**src/rtl/pa_class_pkg.sv**
```systemverilog
package pa_class_pkg;

  typedef enum logic [1:0] {
    FAULT_NONE   = 2'b00,
    FAULT_MCHECK = 2'b01,
    FAULT_UNIMP  = 2'b10
  } fault_e;

  // Strobes sent by the control unit to the datapath
  typedef struct packed {
    logic stripField;
    logic markUncached;
  } ctl_strobe_t;

endpackage

```
**src/rtl/pa_class_datapath.sv**
```systemverilog
module pa_class_datapath
  import pa_class_pkg::*;
#(
  parameter int ADDR_W    = 64,
  parameter int IMPL_W    = 44,
  parameter int UC_BIT    = 43,
  parameter int CLR_HI    = 42,
  parameter int CLR_LO    = 35,
  parameter int WIN_HI    = 42,
  parameter int WIN_LO    = 41,
  parameter logic [WIN_HI-WIN_LO:0] WIN_VAL = '1
) (
  input  logic [ADDR_W-1:0] physAddr,
  input  ctl_strobe_t       strobes,
  output logic              overRange,
  output logic              ucMarked,
  output logic              regWindow,
  output logic [ADDR_W-1:0] outAddr,
  output logic              uncacheable,
  output logic              strictOrder
);

  localparam logic [ADDR_W-1:0] IMPL_MASK = (ADDR_W'(1) << IMPL_W) - ADDR_W'(1);
  localparam logic [ADDR_W-1:0] CLR_MASK =
    ((ADDR_W'(1) << (CLR_HI + 1)) - ADDR_W'(1)) & ~((ADDR_W'(1) << CLR_LO) - ADDR_W'(1));

  always_comb begin
    overRange = |(physAddr & ~IMPL_MASK);
    ucMarked  = physAddr[UC_BIT];
    regWindow = (physAddr[WIN_HI:WIN_LO] == WIN_VAL);
  end

  always_comb begin
    outAddr     = strobes.stripField ? (physAddr & ~CLR_MASK) : physAddr;
    uncacheable = strobes.markUncached;
    strictOrder = strobes.markUncached;
  end

  // a cleaned address keeps every bit outside the cleared field
  always_comb begin
    if (strobes.stripField) begin
      assert_strip_keeps_rest_R3: assert ((outAddr & ~CLR_MASK) == (physAddr & ~CLR_MASK));
    end
  end

  // the two flags never differ
  always_comb begin
    assert_flags_paired_R7: assert (uncacheable == strictOrder);
  end

endmodule

```
**src/rtl/pa_class_control.sv**
```systemverilog
module pa_class_control
  import pa_class_pkg::*;
(
  input  logic        overRange,
  input  logic        ucMarked,
  input  logic        regWindow,
  input  logic        isFetch,
  output ctl_strobe_t strobes,
  output fault_e      faultCode
);

  always_comb begin
    strobes   = '0;
    faultCode = FAULT_NONE;
    if (overRange) begin
      faultCode = FAULT_MCHECK;
    end else if (ucMarked) begin
      if (regWindow) begin
        faultCode = FAULT_UNIMP;
      end else begin
        strobes.markUncached = 1'b1;
        strobes.stripField   = 1'b1;
        if (isFetch) faultCode = FAULT_UNIMP;
      end
    end
  end

  // an out-of-range address always reports a machine check
  always_comb begin
    if (overRange) begin
      assert_mcheck_first_R1: assert (faultCode == FAULT_MCHECK);
    end
  end

  // a fetch is never allowed to be issued as uncached
  always_comb begin
    if (isFetch && strobes.markUncached) begin
      assert_no_uc_fetch_R5: assert (faultCode == FAULT_UNIMP);
    end
  end

  // an address without the marker is never treated as uncached
  always_comb begin
    if (!ucMarked) begin
      assert_plain_cached_R6: assert (strobes == '0);
    end
  end

endmodule

```
**src/rtl/pa_cache_classifier.sv**
```systemverilog
module pa_cache_classifier
  import pa_class_pkg::*;
#(
  parameter int ADDR_W = 64,
  parameter int IMPL_W = 44,
  parameter int UC_BIT = 43,
  parameter int CLR_HI = 42,
  parameter int CLR_LO = 35,
  parameter int WIN_HI = 42,
  parameter int WIN_LO = 41,
  parameter logic [WIN_HI-WIN_LO:0] WIN_VAL = '1
) (
  input  logic [ADDR_W-1:0] physAddr,
  input  logic              isFetch,
  output logic [ADDR_W-1:0] outAddr,
  output logic              uncacheable,
  output logic              strictOrder,
  output logic [1:0]        faultCode
);

  ctl_strobe_t strobes;
  fault_e      faultSel;
  logic        overRange;
  logic        ucMarked;
  logic        regWindow;

  pa_class_datapath #(
    .ADDR_W(ADDR_W), .IMPL_W(IMPL_W), .UC_BIT(UC_BIT),
    .CLR_HI(CLR_HI), .CLR_LO(CLR_LO),
    .WIN_HI(WIN_HI), .WIN_LO(WIN_LO), .WIN_VAL(WIN_VAL)
  ) u_datapath (
    .physAddr   (physAddr),
    .strobes    (strobes),
    .overRange  (overRange),
    .ucMarked   (ucMarked),
    .regWindow  (regWindow),
    .outAddr    (outAddr),
    .uncacheable(uncacheable),
    .strictOrder(strictOrder)
  );

  pa_class_control u_control (
    .overRange(overRange),
    .ucMarked (ucMarked),
    .regWindow(regWindow),
    .isFetch  (isFetch),
    .strobes  (strobes),
    .faultCode(faultSel)
  );

  assign faultCode = faultSel;

  // at the top level, a clean result never carries the window or a fetch
  always_comb begin
    if (uncacheable && faultCode == 2'b00) begin
      assert_clean_uc_data_R2: assert (!isFetch);
    end
  end

endmodule

```
**config.mk**
```make
export PLATFORM = sky130hd
export DESIGN_NAME = pa_cache_classifier
export DESIGN_NICKNAME = d
export VERILOG_FILES = /design/src/rtl/pa_class_pkg.sv /design/src/rtl/pa_class_datapath.sv /design/src/rtl/pa_class_control.sv /design/src/rtl/pa_cache_classifier.sv
export SDC_FILE = /design/constraint.sdc
export NUM_CORES = 1
export LEC_CHECK = 0
export BUFFER_PORTS_ARGS = -buffer_cell sky130_fd_sc_hd__buf_2
export CAP_MARGIN = 15
export CORE_MARGIN = 2
export CORE_UTILIZATION = 25
export DETAILED_ROUTE_END_ITERATION = 10
export GPL_TIMING_DRIVEN = 0
export PLACE_DENSITY = 0.94
export SETUP_SLACK_MARGIN = 0.15
export SYNTH_ARGS = -nofsm -noshare
export SYNTH_HDL_FRONTEND = slang
export SYNTH_SLANG_ARGS = --single-unit
```
**constraint.sdc**
```tcl
create_clock -name vclk -period 1.6
set_clock_uncertainty 0.2 [all_clocks]
set_input_delay 0 -clock vclk [all_inputs]
set_output_delay 0 -clock vclk [all_outputs]
set_load 0.02 [all_outputs]
```
# Word level (Yosys, flattened, before mapping)
# Index checks and enable logic that the tools add are counted.
# word_totals
wordCells	10
output_inout_bits	68
register_bits	0
input_bits	65
# op_classes
muxes	8
n_eq_ne	1
reduce_logical	1
# ops
operator	n
$mux 43	1
$reduce_or 20->1	1
$mux 2	7
$eq 2x2->1 const B	1

# Logic depth before layout (Yosys ltp)
# Gate-level depths: netlist (run 1).
# depth
ltp_word	5
ltp_mapped	5

# By module
# Synthesis (run 1) repeated with hierarchy kept, for this count alone.
# hier_totals
cells_unflattened	81
hier_area_um2	581.8
# modules_own_cells
mod	instances	cells_per_inst	area_per_inst_um2	seq_area_each_um2
pa_class_datapath	1	75	541.8	0.0
pa_class_control	1	6	40.0	0.0

# Least setup slack after synthesis (run 1)
# Ideal clock, no wire load.
# synth_path
kind	input to output
start	in physAddr[52]
end	out uncacheable
slack_ns	-0.052
arrival_ns	1.452
cell_stages	4
n_path_buf	1
path_cell_list	or4_1 -> a2111oi_4 -> and2_1 -> buf_4
# synth_between
elab_chain_cells	2
# synth_rtl
item	line_no	source
start, declared	pa_cache_classifier.sv:13	input logic [ADDR_W-1:0] physAddr,
$reduce_or 20->1	pa_class_datapath.sv:28	overRange = |(physAddr & ~IMPL_MASK);
$mux 2	pa_class_control.sv:15	if (overRange) begin
end, declared	pa_cache_classifier.sv:16	output logic uncacheable,
# No other way between the ends.

# Worst setup path after layout (run 1)
# layout_path
start	in physAddr[57]
end	out outAddr[36]
# layout_between
elab_chain_cells	3
# layout_rtl
item	line_no	source
$reduce_or 20->1	pa_class_datapath.sv:28	
$mux 2	pa_class_control.sv:15	
$mux 43	pa_class_datapath.sv:34	outAddr = strobes.stripField ? (physAddr & ~CLR_MASK) : physAddr;
end, declared	pa_cache_classifier.sv:15	output logic [ADDR_W-1:0] outAddr,
# No other way between the ends.

==> flow_summary.json, run 1 <==
{
  "internal_power_uw": 193,
  "first_global_vias": 652,
  "wl_um": 2060,
  "grt_pass1_wl_um": 2510,
  "grt_max_degree": 11,
  "setup_slack_ns": -0.00941,
  "ys_types": 15,
  "end_kind": "output port",
  "rsz0062_at_grt": "yes",
  "syn_avg_cell_area_um2": 7.39,
  "yosys.area.top_type_share_pct": 71.0,
  "n_antenna_cell": 0,
  "wire_per_inst_um": 9.75,
  "whs_endpoint": "outAddr[34]",
  "drive_gt1_share_pct": 92.9,
  "hold_depth": 2,
  "fin_crit_sh_pct": 101,
  "status": "finished, violations left",
  "flops_and_latches": 0,
  "violations": "setup timing",
  "core_um2": 2280,
  "ir_drop_mv": 0.194,
  "yosysTopAreaCell": "buf_4",
  "remaining_drc_errors": 0,
  "crit_chain": "buf_6 > or4_4 > a2111oi_4 > buf_6 > a21boi_2 > buf_4",
  "synthTopCellsByArea": "buf_4 (71%), a21boi_0 (4.9%), a2111oi_4 (4.5%)",
  "crit_start": "physAddr[57]",
  "fillers": 235,
  "crit_fanout": 6,
  "cp_slowest_cell": "or4_4",
  "fin_hold_ws_ns": 0.0161,
  "drtIter0Drc": 2,
  "leakage_nw": 0.769,
  "pre_cts_ws_ns": -0.247,
  "gp_congestion": 0.680,
  "p_comb_share_pct": 100.0,
  "worstHoldStart": "physAddr[34]",
  "syn-instance-count": 83,
  "tightest_slew_ns": 0.307,
  "pin_count": 133,
  "ys_seq_area_share_pct": 0,
  "syn2layout_area_growth_pct": 106,
  "power_frac_clock_pct": 0,
  "cap_viol_max_count": 0,
  "p_switching_uw": 181,
  "cp-start-kind": "input port",
  "register_area_um2": 0,
  "yosysMostFrequentCell": "buf_4",
  "p_sw_share_pct": 48.5,
  "dpl-instance-area_um2": 1150,
  "hold_violations": 0,
  "power_frac_seq_pct": 0,
  "die_y_um": 53.5,
  "fp.dieW_um": 53.5,
  "pwr_density_cell_nw_per_um2": 297,
  "cp_data_arrival_time_ns": 1.41,
  "port_buffers": 98,
  "grt_use_total_pct": 10.9,
  "postRouteAntennaNets": 0,
  "fin_crit_ns": 1.61,
  "fin_area_um2": 1260,
  "avgViaCountPerCell": 3.94,
  "critPathKind": "in2out",
  "fp.dieArea_um2": 2860,
  "synthesis.nets": 148,
  "num-nets-final": 250,
  "max_freq_mhz": 621,
  "setup_tns_ns": -0.0187,
  "cp_slowest_stage_delay_ns": 0.54,
  "overflow": 0,
  "netlist_area_um2": 613,
  "antenna_found_initial": 0,
  "vias": 832,
  "start_util_pct": 26.9,
  "yosysWarningCount": 0,
  "finalMaxSlewViolations": 0,
  "fp-row-count": 17,
  "crit_path_frequent_cell": "buf_6",
  "hold_class": "in2out",
  "worstPathRequired_ns": 1.40,
  "nClkBuffers": 0,
  "slew_headroom_pct": 79.5,
  "synth_common_cells": "buf_4 (58), a21boi_0 (4), inv_1 (3), nor4_1 (3)",
  "setup_violations": 2,
  "dr.pass1.iters": 2
}
cells in the final DEF (no fill, tap or decap):
master and n:
a2111oi_4 1, a21boi_2 6, a21oi_1 1, a41oi_1 2, and2_4 1, and3_1 2, buf_2 87, buf_4 60
buf_6 11, clkbuf_4 1, inv_1 3, nand2_1 1, nor2_1 2, nor4_1 2, nor4_2 1, or4_4 2
power by group through the flow:
stage | combinational (mW) | sequential [mW] | clock [mW]
6_report | 0.374 | 0 | 0
4_1_cts | 0.368 | 0 | 0
3_3_place_gp | 0.351 | 0 | 0
2_1_floorplan | 0.235 | 0 | 0
3_5_place_dp | 0.355 | 0 | 0
5_1_grt | 0.398 | 0 | 0
worst max-delay path by stage:
stage,slack (ns),end,cells after the start
2_1_floorplan,0.06,uncacheable,4
3_3_place_gp,-0.25,uncacheable,6
3_5_place_dp,-0.25,uncacheable,6
4_1_cts,-0.06,outAddr[36],6
5_1_grt,-0.05,uncacheable,6
6_report,-0.009,outAddr[36],6
critical path, delay by kind of cell:
family | cells | cell delay, ns
AND/OR/NAND/NOR | 1 | 0.54
AO/OA/AOI/OAI | 2 | 0.44
buffers and inverters | 3 | 0.43
final cells by class:
| class | instances | area, µm² | area share (%) |
|---|---|---|---|
| buffer | 59 | 447 | 35.4 |
| timing repair buffer | 100 | 571 | 45.2 |
| inverter | 3 | 11.3 | 0.893 |
| tap | 28 | 35.0 | 2.78 |
| multi-input combinational | 21 | 198 | 15.7 |
routing by layer:
layer | track usage [%] | vias to the layer above | routed length, µm
met5 | 0 | - | 0
met1 | 12.0 | 358 | 632
met4 | 0 | 0 | 0
li1 | - | 417 | -
met3 | 0.565 | 0 | 200
met2 | 23.5 | 57 | 1220
metrics by stage:
step | utilization [%] | std cells | power, mW
6_report | 55.4 | 211 | 0.374
3_5_place_dp | 50.5 | 209 | 0.355
3_3_place_gp | 50.5 | 209 | 0.351
5_1_grt | 55.4 | 211 | 0.398
2_1_floorplan | - | 83 | 0.235
4_1_cts | 53.2 | 210 | 0.368
kinds of logic (layout without fill, tap and decap cells):
kind of cell           Yosys count  after routing  synth area share, %
AO/OA/AOI/OAI                   10             10                 15.5
buffers and inverters           62            162                 73.5
AND/OR/NAND/NOR                 11             11                 11.0
timing repair:
action | 4_1_cts | 5_1_grt
pin swaps | 8 | 4
setup endpoints to repair | 12 | 12
hold endpoints to repair | 0 | 0
hold buffers | 0 | 0
buffers inserted | 1 | 1
resized for setup | 19 | 12
Power figures use the tool's default switching activity.
==> run 2: changes to the inputs <==
--- a/config.mk
+++ b/config.mk
@@ -5,6 +5,7 @@
 export SDC_FILE = /design/constraint.sdc
 export NUM_CORES = 1
 export LEC_CHECK = 0
+export ABC_AREA = 1
 export BUFFER_PORTS_ARGS = -buffer_cell sky130_fd_sc_hd__buf_2
 export CAP_MARGIN = 15
 export CORE_MARGIN = 2
==> run 2 against run 1 <==
  * The run now ends clean
  * Critical path depth up 2
  * Utilization down 5.2 points
  * Sequential share of layout area unchanged
==> flow_summary.json, run 2 <==
{
  "status": "complete, no violations",
  "first_global_vias": 579,
  "cp_slowest_cell": "nor2_4",
  "syn_avg_cell_area_um2": 6.18,
  "tightest_slew_ns": 0.241,
  "max_freq_mhz": 815,
  "layout_commonest_cell": "buf_2",
  "fin_area_um2": 1130,
  "hold_violations": 0,
  "cap_viol_max_count": 0,
  "setup_slack_ns": 0.373,
  "register_area_um2": 0,
  "netlist_area_um2": 606,
  "ys_seq_area_share_pct": 0,
  "end_kind": "output port",
  "fin_crit_ns": 1.23,
  "grt_max_degree": 11,
  "layout_common_cells": "buf_2 (98), buf_4 (58), nor2_1 (20), inv_1 (9), nand2_1 (6)",
  "setup_tns_ns": 0,
  "fin_hold_ws_ns": 0.0171,
  "worstPathRequired_ns": 1.40,
  "fp.dieArea_um2": 2830,
  "nClkBuffers": 0,
  "synthTopCellsByArea": "buf_4 (72%), nor2_1 (12%), inv_1 (5.6%)",
  "dpl-instance-area_um2": 1130,
  "multi_input_area_um2": 136,
  "synth_xor_area_share_pct": 0,
  "num-nets-final": 263,
  "fin_crit_sh_pct": 76.7,
  "die_y_um": 53.2,
  "pwr_density_cell_nw_per_um2": 311,
  "cp_slowest_stage_delay_ns": 0.23,
  "synth_top_family_by_area": "buffers and inverters",
  "drive_gt1_share_pct": 81.1,
  "wire_per_inst_um": 8.28,
  "yosysWarningCount": 0,
  "muxShareOfSynthArea_pct": 0,
  "power_uw": 352,
  "ir_drop_mv": 0.201,
  "postCtsHoldBufs": 0,
  "syn2layout_area_growth_pct": 86.8,
  "finalMaxSlewViolations": 0,
  "yosysTopAreaCell": "buf_4",
  "start_util_pct": 26.9,
  "rsz0062_at_grt": "no",
  "ctsResizeCount": 0,
  "place_inst": 224,
  "hold_class": "in2out",
  "postLayoutCoreUtil_pct": 50.2,
  "cp_data_arrival_time_ns": 1.03,
  "yosysMostFrequentCell": "buf_4",
  "gp_congestion": 0.698,
  "remaining_drc_errors": 0,
  "drtIter0Drc": 2,
  "pre_cts_ws_ns": 0.337,
  "core_um2": 2250,
  "slew_headroom_pct": 83.9,
  "synth_compound_area_share_pct": 0.826,
  "overflow": 0,
  "fp-row-count": 17,
  "dr.pass1.iters": 2,
  "avgViaCountPerCell": 3.60,
  "postRouteAntennaNets": 0,
  "leakage_nw": 0.767,
  "post_cts_buffers": 0,
  "synth_fa_ha_area_share_pct": 0,
  "setup_violations": 0,
  "synth_common_cells": "buf_4 (58), nor2_1 (20), inv_1 (9), nand2_1 (6)",
  "fin_cells": 224,
  "synth-simple-area-share_pct": 21.7,
  "crit_chain": "buf_2 > nor2_1 > nand2_1 > nor2_1 > nand3_2 > nor2_4 > buf_4 > buf_2",
  "cp-start-kind": "input port",
  "vias": 806,
  "syn-instance-count": 98,
  "grt_use_total_pct": 10.0,
  "fp.dieW_um": 53.2,
  "port_buffers": 98,
  "antenna_found_initial": 0,
  "flops_and_latches": 0,
  "synthesis.nets": 163,
  "yosys.area.top_type_share_pct": 71.9,
  "critPathKind": "in2out",
  "n_antenna_cell": 0,
  "dp_hpwl_um": 1800,
  "pin_count": 133,
  "fillers": 233,
  "crit_fanout": 10,
  "ys_types": 9,
  "grt_pass1_wl_um": 2260,
  "wl_um": 1860
}
[run 2: report_power, final]
part	leakage (nW)	internal (mW)	total [mW]	switching [mW]
clock	0	0	0	0
sequential	0	0	0	0
combinational	0.767	0.175	0.352	0.177
[run 2: path summary, 6_finish.rpt]
path / start / to / slack [ns] / cells after the start
worst max-delay path: physAddr[47] / uncacheable / 0.37 / 8
worst min-delay path: physAddr[11] / outAddr[11] / 0.02 / 2
[run 2: per-layer routing]
layer  wire [µm]  up-vias  GRT usage [%]
met3         195        2          0.282
met5           0        -              0
met4           9        0          0.855
met2        1130       56           21.2
met1         524      322           10.9
li1            -      426              -
[run 2: layout make-up]
cell class                 count  share of cell area, %
multi-input combinational     31                   12.1
timing repair buffer          98                   43.4
tap                           28                   3.10
buffer                        58                   38.5
inverter                       9                   2.99
[run 2: critical path, delay by kind of cell]
family / cells / cell delay (ns)
and+or+nand+nor: 5 / 0.62
buffers and inverters: 3 / 0.41
[run 2: cell families (layout without fill, tap and decap cells)]
logic type | count (synthesis) | count (layout)
AOI/OAI and AO/OA | 1 | 1
buffers and inverters | 67 | 165
and+or+nand+nor | 30 | 30
==> run 3: changes to the inputs <==
--- a/config.mk
+++ b/config.mk
@@ -9,10 +9,10 @@
 export BUFFER_PORTS_ARGS = -buffer_cell sky130_fd_sc_hd__buf_2
 export CAP_MARGIN = 15
 export CORE_MARGIN = 2
-export CORE_UTILIZATION = 25
+export CORE_UTILIZATION = 22
 export DETAILED_ROUTE_END_ITERATION = 10
 export GPL_TIMING_DRIVEN = 0
-export PLACE_DENSITY = 0.94
+export PLACE_DENSITY = 0.88
 export SETUP_SLACK_MARGIN = 0.15
 export SYNTH_ARGS = -nofsm -noshare
 export SYNTH_HDL_FRONTEND = slang
==> constraint.sdc (replaced) <==
create_clock -name vclk -period 1.1
set_clock_uncertainty 0.2 [all_clocks]
set_input_delay 0 -clock vclk [all_inputs]
set_output_delay 0 -clock vclk [all_outputs]
set_load 0.02 [all_outputs]
==> run 3 against run 2 <==
  * Flip-flop and latch count unchanged
  * Routed wire length up 15%
  * First-iteration DRC count rose to 7.5 times the previous value
  * The run now ends with setup timing left
  * Clock-buffer cell count did not move
  * Power increased by 72%
  * Critical endpoint is now outAddr[41]
  * Final area rose by 28%
  * Utilization rose by 3.9 points
  * Critical path depth rose by 1
  * Combinational power grew 72%
  * Critical path type unchanged
  * Die area grew 13%
==> flow_summary.json, run 3 (same netlist as run 2, synthesis figures left out) <==
{
  "status": "finished, violations left",
  "violations": "setup timing",
  "grt_pass1_wl_um": 2820,
  "fp.dieArea_um2": 3190,
  "cp_data_arrival_time_ns": 0.96,
  "cp_slowest_cell": "buf_12",
  "ir_drop_mv": 0.316,
  "hold_class": "in2out",
  "end_kind": "output port",
  "cp.depth": 9,
  "pwr_density_cell_nw_per_um2": 416,
  "register_area_um2": 0,
  "first_global_vias": 746,
  "start_util_pct": 22.5,
  "antenna_found_initial": 0,
  "fp-row-count": 19,
  "postLayoutCoreUtil_pct": 54.1,
  "grt_use_total_pct": 10.3,
  "cpLargestDelayFamily": "simple AND/OR/NAND/NOR gates",
  "avgViaCountPerCell": 3.91,
  "endpoint": "outAddr[41]",
  "gp_congestion": 0.651,
  "num-nets-final": 267,
  "layout_commonest_cell": "buf_2",
  "wl_um": 2140,
  "setup_slack_ns": -0.0614,
  "worstPathRequired_ns": 0.90,
  "syn2layout_area_growth_pct": 140,
  "tightest_slew_ns": 0.337,
  "critPathBufInv": 3,
  "setup_violations": 9,
  "fp.dieW_um": 56.5,
  "layout_common_cells": "buf_2 (73), buf_4 (64), buf_6 (22), nor2_4 (15), inv_1 (9)",
  "port_buffers": 98,
  "grt_max_degree": 8,
  "core_um2": 2690,
  "wire_per_inst_um": 9.25,
  "drive_gt1_share_pct": 92.0,
  "dr.pass1.iters": 4,
  "nClkBuffers": 0,
  "cp-start-kind": "input port",
  "crit_chain": "buf_6 > nor2_4 > nand2_2 > nor2_4 > nand3_4 > nor2_4 > buf_12 > nor2_4 > buf_6",
  "dp_hpwl_um": 1670,
  "hold_violations": 0,
  "postRouteAntennaNets": 0,
  "leakage_nw": 0.855,
  "drtIter0Drc": 15,
  "remaining_drc_errors": 0,
  "crit_path_frequent_cell": "nor2_4",
  "postCtsHoldBufs": 0,
  "rsz0062_at_grt": "yes",
  "slew_headroom_pct": 77.3,
  "critPathKind": "in2out",
  "flops_and_latches": 0,
  "pin_count": 133,
  "fin_crit_sh_pct": 106,
  "overflow": 0,
  "crit_fanout": 7,
  "finalMaxSlewViolations": 0,
  "crit_start": "physAddr[52]",
  "die_y_um": 56.5,
  "cp_slowest_stage_delay_ns": 0.16,
  "cap_viol_max_count": 0,
  "n_antenna_cell": 0,
  "power_uw": 605,
  "vias": 904,
  "max_freq_mhz": 861,
  "fin_crit_ns": 1.16
}
==> run 3: layout make-up <==
class                      count  area [µm²]
timing repair buffer         102         678
multi-input combinational     31         267
fill                         271        1230
inverter                       9        33.8
buffer                        58         435
tap                           31        38.8
==> run 3: worst min-delay path by stage <==
stage,slack [ns],start,cells after the start,endpoint
2_1_floorplan,-0.09,physAddr[0],1,outAddr[0]
3_3_place_gp,0.02,physAddr[1],2,outAddr[1]
3_5_place_dp,0.02,physAddr[30],2,outAddr[30]
4_1_cts,0.02,physAddr[30],2,outAddr[30]
5_1_grt,0.02,physAddr[5],2,outAddr[5]
6_report,0.02,physAddr[30],2,outAddr[30]
==> run 3: report_power, final <==
part / switching, mW / internal (mW) / total [mW]
Sequential: 0 / 0 / 0
Combinational: 0.290 / 0.315 / 0.605
Clock: 0 / 0 / 0
==> run 3: routing by layer <==
metal | GRT usage [%] | vias up | part of all wire, %
li1 | - | 434 | -
met1 | 10.3 | 399 | 24
met2 | 22.9 | 71 | 62
met3 | 0.922 | 0 | 14
met4 | 0 | 0 | 0
met5 | 0 | - | 0
==> run 3: repair_timing <==
item,CTS,global route
setup buffers,3,1
setup endpoints to repair,12,12
pin swaps,8,16
hold endpoints to repair,0,0
gates resized for setup,35,34
==> run 3: metrics by stage <==
step | std cells | TNS, ns | hold slack [ns] | setup slack, ns | area (µm²)
floorplan | 98 | 0 | -0.0874 | 0.0944 | 606
global placement | 227 | -1.05 | 0.0171 | -0.174 | 1130
detailed placement | 227 | -1.06 | 0.0176 | -0.176 | 1130
CTS | 230 | -0.799 | 0.0174 | -0.0988 | 1290
global route | 231 | -1.07 | 0.0192 | -0.126 | 1450
finish | 231 | -0.410 | 0.0161 | -0.0614 | 1450
